File: src/rtl/a20_gate_pkg.sv
package a20_gate_pkg;

  typedef enum logic [1:0] {
    RD_NONE  = 2'd0,
    RD_INDEX = 2'd1,
    RD_CFG   = 2'd2,
    RD_FAST  = 2'd3
  } rdSrc_e;

  typedef struct packed {
    logic   wrIndex;
    logic   wrCfg;
    logic   wrFast;
    rdSrc_e rdSrc;
  } a20Strobe_t;

endpackage

File: src/rtl/a20_gate_ctrl.sv
module a20_gate_ctrl
  import a20_gate_pkg::*;
#(
  parameter int ADDR_W = 16,
  parameter int DATA_W = 8,
  parameter logic [ADDR_W-1:0] IDX_PORT  = 16'h0022,
  parameter logic [ADDR_W-1:0] DAT_PORT  = 16'h0023,
  parameter logic [ADDR_W-1:0] FAST_PORT = 16'h0092,
  parameter logic [DATA_W-1:0] CFG_IDX   = 8'h6F
) (
  input  logic [ADDR_W-1:0] ioAddr,
  input  logic              ioWr,
  input  logic              ioRd,
  input  logic [DATA_W-1:0] curIndex,
  output a20Strobe_t        strobe
);

  logic hitIdx;
  logic hitDat;
  logic hitFast;
  logic cfgSel;

  assign hitIdx  = (ioAddr == IDX_PORT);
  assign hitDat  = (ioAddr == DAT_PORT);
  assign hitFast = (ioAddr == FAST_PORT);
  assign cfgSel  = hitDat && (curIndex == CFG_IDX);

  always_comb begin
    strobe.wrIndex = ioWr && hitIdx;
    strobe.wrCfg   = ioWr && cfgSel;
    strobe.wrFast  = ioWr && hitFast;
    strobe.rdSrc   = RD_NONE;
    if (ioRd) begin
      if (hitIdx)       strobe.rdSrc = RD_INDEX;
      else if (cfgSel)  strobe.rdSrc = RD_CFG;
      else if (hitFast) strobe.rdSrc = RD_FAST;
      else              strobe.rdSrc = RD_NONE;
    end
  end

endmodule

File: src/rtl/a20_gate_dp.sv
module a20_gate_dp
  import a20_gate_pkg::*;
#(
  parameter int DATA_W   = 8,
  parameter int FAST_BIT = 1,
  parameter int SEL_BIT  = 0,
  parameter int GATE_BIT = 1
) (
  input  logic              clk,
  input  logic              rstN,
  input  a20Strobe_t        strobe,
  input  logic [DATA_W-1:0] ioWrData,
  input  logic              extGate,
  input  logic              cpuA20,
  output logic [DATA_W-1:0] curIndex,
  output logic [DATA_W-1:0] ioRdData,
  output logic              sysA20
);

  logic              fastQ;
  logic              selQ;
  logic              gateQ;
  logic [DATA_W-1:0] indexQ;
  logic [DATA_W-1:0] rdNext;
  logic              gateOpen;

  always_ff @(posedge clk or negedge rstN) begin
    if (!rstN) begin
      indexQ <= '0;
      fastQ  <= 1'b0;
      selQ   <= 1'b0;
      gateQ  <= 1'b0;
    end else begin
      if (strobe.wrIndex) indexQ <= ioWrData;
      if (strobe.wrFast)  fastQ  <= ioWrData[FAST_BIT];
      if (strobe.wrCfg) begin
        selQ  <= ioWrData[SEL_BIT];
        gateQ <= ioWrData[GATE_BIT];
      end
    end
  end

  always_comb begin
    rdNext = '0;
    unique case (strobe.rdSrc)
      RD_INDEX: rdNext = indexQ;
      RD_CFG: begin
        rdNext[SEL_BIT]  = selQ;
        rdNext[GATE_BIT] = gateQ;
      end
      RD_FAST:  rdNext[FAST_BIT] = fastQ;
      default:  rdNext = '0;
    endcase
  end

  always_ff @(posedge clk or negedge rstN) begin
    if (!rstN) ioRdData <= '0;
    else       ioRdData <= rdNext;
  end

  assign gateOpen = extGate | fastQ | (selQ & gateQ);
  assign sysA20   = cpuA20 & gateOpen;
  assign curIndex = indexQ;

endmodule

File: src/rtl/a20_gate_top.sv
module a20_gate_top
  import a20_gate_pkg::*;
#(
  parameter int ADDR_W = 16,
  parameter int DATA_W = 8,
  parameter logic [ADDR_W-1:0] IDX_PORT  = 16'h0022,
  parameter logic [ADDR_W-1:0] DAT_PORT  = 16'h0023,
  parameter logic [ADDR_W-1:0] FAST_PORT = 16'h0092,
  parameter logic [DATA_W-1:0] CFG_IDX   = 8'h6F,
  parameter int FAST_BIT = 1,
  parameter int SEL_BIT  = 0,
  parameter int GATE_BIT = 1
) (
  input  logic              clk,
  input  logic              rstN,
  input  logic [ADDR_W-1:0] ioAddr,
  input  logic [DATA_W-1:0] ioWrData,
  input  logic              ioWr,
  input  logic              ioRd,
  output logic [DATA_W-1:0] ioRdData,
  input  logic              extGate,
  input  logic              cpuA20,
  output logic              sysA20
);

  a20Strobe_t        strobe;
  logic [DATA_W-1:0] curIndex;

  a20_gate_ctrl #(
    .ADDR_W(ADDR_W), .DATA_W(DATA_W),
    .IDX_PORT(IDX_PORT), .DAT_PORT(DAT_PORT),
    .FAST_PORT(FAST_PORT), .CFG_IDX(CFG_IDX)
  ) u_ctrl (
    .ioAddr(ioAddr), .ioWr(ioWr), .ioRd(ioRd),
    .curIndex(curIndex), .strobe(strobe)
  );

  a20_gate_dp #(
    .DATA_W(DATA_W), .FAST_BIT(FAST_BIT),
    .SEL_BIT(SEL_BIT), .GATE_BIT(GATE_BIT)
  ) u_dp (
    .clk(clk), .rstN(rstN), .strobe(strobe), .ioWrData(ioWrData),
    .extGate(extGate), .cpuA20(cpuA20), .curIndex(curIndex),
    .ioRdData(ioRdData), .sysA20(sysA20)
  );

endmodule

File: config.mk
export PLATFORM = sky130hd
export DESIGN_NAME = a20_gate_top
export DESIGN_NICKNAME = d
export VERILOG_FILES = /design/src/rtl/a20_gate_pkg.sv /design/src/rtl/a20_gate_ctrl.sv /design/src/rtl/a20_gate_dp.sv /design/src/rtl/a20_gate_top.sv
export SDC_FILE = /design/constraint.sdc
export NUM_CORES = 1
export LEC_CHECK = 0
export BUFFER_PORTS_ARGS = -buffer_cell sky130_fd_sc_hd__buf_2
export CORE_MARGIN = 4
export CORE_UTILIZATION = 49
export DETAILED_ROUTE_END_ITERATION = 8
export PLACE_DENSITY_LB_ADDON = 0.2
export SLEW_MARGIN = 15
export SYNTH_ARGS = -nofsm -noshare
export SYNTH_HDL_FRONTEND = slang
export SYNTH_SLANG_ARGS = --single-unit
File: constraint.sdc
create_clock -name clk -period 2.3 [get_ports clk]
set_input_delay 0.69 -clock clk [delete_from_list [all_inputs] [get_ports clk]]
set_output_delay 0.69 -clock clk [all_outputs]
set_load 0.05 [all_outputs]
==> impl.org <==
** Worst setup path
- Depth of the worst register-to-register path :: 3
- Register-to-register path setup slack :: 740 ps
- The endpoint identified for the worst register-to-register timing path is u_dp.selQ$_DFFE_PN0P_.
- Required time at the worst-slack endpoint :: 2490 ps
- Along the worst path, the maximum fanout reaches 3.
- Kind of end point of the critical path :: flop
- Class of the most critical setup path :: primary input to flop
- STA classifies the critical path startpoint as a primary input.
- Data on the critical path arrives at its endpoint at 2220 ps.
- In this run the critical register-to-register path is launched from u_dp.curIndex[7]$_DFFE_PN0P_.

** Die
- Starting density of the core :: 52.0%
- Site row count :: 15
- The floorplan step defined a die boundary enclosing 0.00260 mm2.
- Placeable Area :: 0.00175 mm2
- Top-level I/O count :: 39
- The floorplan step set the die width to 51.0 um.
- The die is 51.0 um tall.

** Power
- Static leakage :: 0.600 nW
- IR analysis of the VDD net gives a maximum drop of 440 uV.
- Cell area power density :: 478 mW/mm2
- The design draws 0.553 mW.

** Clocking
- Cell at the root of the clock tree :: sky130_fd_sc_hd__clkbuf_4
- The number of hold buffers added after CTS was 0.
- Buffers inserted during clock tree synthesis total 3.
- Clock insertion delay at the later pin of the skew report :: 300 ps
- Gates resized during post-CTS repair numbered 0.
- In this run the number of H-tree levels came out at 1.
- The clock drives 19 sinks.
- TritonCTS clock tree :: built
- In this run the deepest clock path goes through 2 buffers.
- Clock edge transition at the registers on the reported setup and hold paths :: 110 ps
- # Post-CTS Setup Buffers :: 0

** Detailed routing
- Vias per Instance :: 5.20
- Via count :: 697
- Remaining number of nets flagged by the antenna check after routing :: 0
- DRT Wirelength :: 1720 um
- Dividing the detail-routed wire length by the instance count gives 12.9 um.
- Post-route DRC :: 0
- Detailed-router iteration count before antenna repair :: 4
- Initial DRC Count :: 16

** STA
- Measured slew at the worst slew-check pin :: 400 ps
- The final count of pins violating max slew was 0.
- In the finished design, the share of the clock period the worst path needs comes to 87.9%.
- Headroom to the max-slew limit came out at 73.4%.
- Once routing completed, OpenROAD measured the worst setup slack at 279 ps.
- For this run, the top clock speed supported by timing is 495 MHz.
- For the final database, setup skew stands at 6.53 ps.
- The final-report hold violation count is 0.
- Setup violations remaining at the end of the flow were counted as 0.
- Hold is met by 293 ps.
- Final critical delay including setup and external delays :: 2020 ps
- Setup repair after global routing left no endpoint under its margin.

** Synthesis
- In this run, synthesis inferred 0 flip-flops with an integrated enable.
- Yosys synthesis warning count :: 0
- Most used DFF post-synth :: sky130_fd_sc_hd__dfrtp_1
- Synthesis produced a netlist with a net count of 97.
- Synthesis instantiated 25 different standard cells from the library.
- Number of synthesized register bits :: 19
- After synthesis, the share of flip-flops with an asynchronous set or reset is 100%.
- Sequential cells were found to cover 52.4% of the synthesized design area.
- In this run the cell area of the synthesized design comes to 907 um2.
- Avg Inst Size Synth :: 13.5 um2
- Synthesis produced 67 cells.

** Layout
- The repair_antennas step left the layout with diodes totalling 0.
- In the final design database the tool counted 140 nets.
- Fraction of layout instances using a drive strength above 1 :: 47.7%
- Number of fillers in the final layout :: 131
- Relative to the synthesized area, the layout overhead comes to 27.7%.
- Cell area after layout :: 0.00116 mm2
- At the end of the flow the core is filled with cells to 66.4%.

** Global route
- Largest net degree at the start of global routing :: 20
- The number of global-route vias before repair came to 637.
- GRT Total Usage :: 15.0%
- The total overflow left after global routing is 0.
- The first global-routing pass estimated 2770 um of wire.
- Antenna violations before repair :: 0

** Job
- MaxCap Viol Count :: 0

** Place
- Once placement finished, the instance area stood at 0.00113 mm2.
- Input/output buffers :: 38
- At the end of routability-driven placement, the weighted congestion stood at 0.793.
- Pre-CTS setup slack :: -34.0 ps

** Status
- Status :: finished clean

** Min path
- In this run the worst hold path is classified as primary input to async pin.
-- kinds of logic after synthesis --
family | share of synthesized area, %
simple gates | 29.0
flops | 52.4
mux | 14.5
compound gates | 3.17
buf+inv | 0.965
-- worst max path at each step --
stage	from	end	slack, ps	cells past startpoint
6_report	ioAddr[13]	u_dp.selQ$_DFFE_PN0P_	280	5
5_1_grt	u_dp.selQ$_DFFE_PN0P_	sysA20	250	3
4_1_cts	ioAddr[13]	u_dp.selQ$_DFFE_PN0P_	300	5
3_5_place_dp	ioAddr[13]	u_dp.gateQ$_DFFE_PN0P_	-30	5
3_3_place_gp	ioAddr[13]	u_dp.selQ$_DFFE_PN0P_	10	5
2_1_floorplan	extGate	sysA20	190	2
-- layout make-up --
class / count / area [um2] / area share (%)
tap: 25 / 31.3 / 2.70
sequential: 19 / 475 / 41.0
clock buffer: 3 / 22.5 / 1.94
clock inverter: 1 / 5.00 / 0.432
inverter: 1 / 3.75 / 0.324
multi-input combinational: 46 / 423 / 36.5
timing repair buffer: 39 / 198 / 17.1
-- layout by cell type (no fill, tap or decap), types with 2 or more instances in the layout --
cell type,instances
sky130_fd_sc_hd__nor2b_1,2
sky130_fd_sc_hd__and2_1,6
sky130_fd_sc_hd__mux2_4,2
sky130_fd_sc_hd__buf_2,38
sky130_fd_sc_hd__and3_1,2
sky130_fd_sc_hd__nor4_4,2
sky130_fd_sc_hd__o21ai_0,2
sky130_fd_sc_hd__nand3_1,4
sky130_fd_sc_hd__clkbuf_4,3
sky130_fd_sc_hd__nand4_1,3
sky130_fd_sc_hd__dfrtp_1,19
sky130_fd_sc_hd__or4_1,2
sky130_fd_sc_hd__mux2_1,8
sky130_fd_sc_hd__nand2_1,2
-- flip-flops by register name (all words and copies together) (netlist names) --
signal / count
u_dp.curIndex: 8
u_dp.selQ: 1
u_dp.ioRdData: 8
u_dp.fastQ: 1
u_dp.gateQ: 1
-- critical path: stages --
cell	delay (ps)
sky130_fd_sc_hd__buf_2	110
sky130_fd_sc_hd__nor4_4	330
sky130_fd_sc_hd__nand4_1	210
sky130_fd_sc_hd__or4_4	570
sky130_fd_sc_hd__mux2_4	310
-- stage by stage --
step           TNS (ps)  instances
2_1_floorplan         0         67
3_3_place_gp          0        130
3_5_place_dp      -62.9        130
4_1_cts               0        134
5_1_grt               0        134
6_report              0        134
-- power by group --
part | total [mW] | switching (mW) | internal, mW
Sequential | 0.334 | 0.0000492 | 0.334
Clock | 0.168 | 0.103 | 0.0650
Combinational | 0.0516 | 0.0274 | 0.0242
-- synth_stat cells (all sizes together) (2+ instances only) --
| library cell | number | area share [%] |
|---|---|---|
| dfrtp | 19 | 52 |
| nor4b | 2 | 3.6 |
| nand3 | 4 | 2.2 |
| or4 | 3 | 2.9 |
| and2 | 6 | 4.1 |
| nand2 | 2 | 0.83 |
| nor4 | 2 | 4.7 |
| and3 | 2 | 1.4 |
| nand4 | 3 | 2.1 |
| o21ai | 2 | 1.1 |
| nor2b | 2 | 1.4 |
| mux2 | 11 | 14 |
-- per-layer routing --
| layer | global-route usage, % | wire, um | up-vias |
|---|---|---|---|
| met1 | 17.7 | 706 | 325 |
| met4 | 6.73 | 38 | 0 |
| met2 | 23.6 | 868 | 25 |
| li1 | - | - | 340 |
| met3 | 6.12 | 110 | 7 |
| met5 | 0 | 0 | - |
No activity file was read; power rests on OpenSTA's default activity.
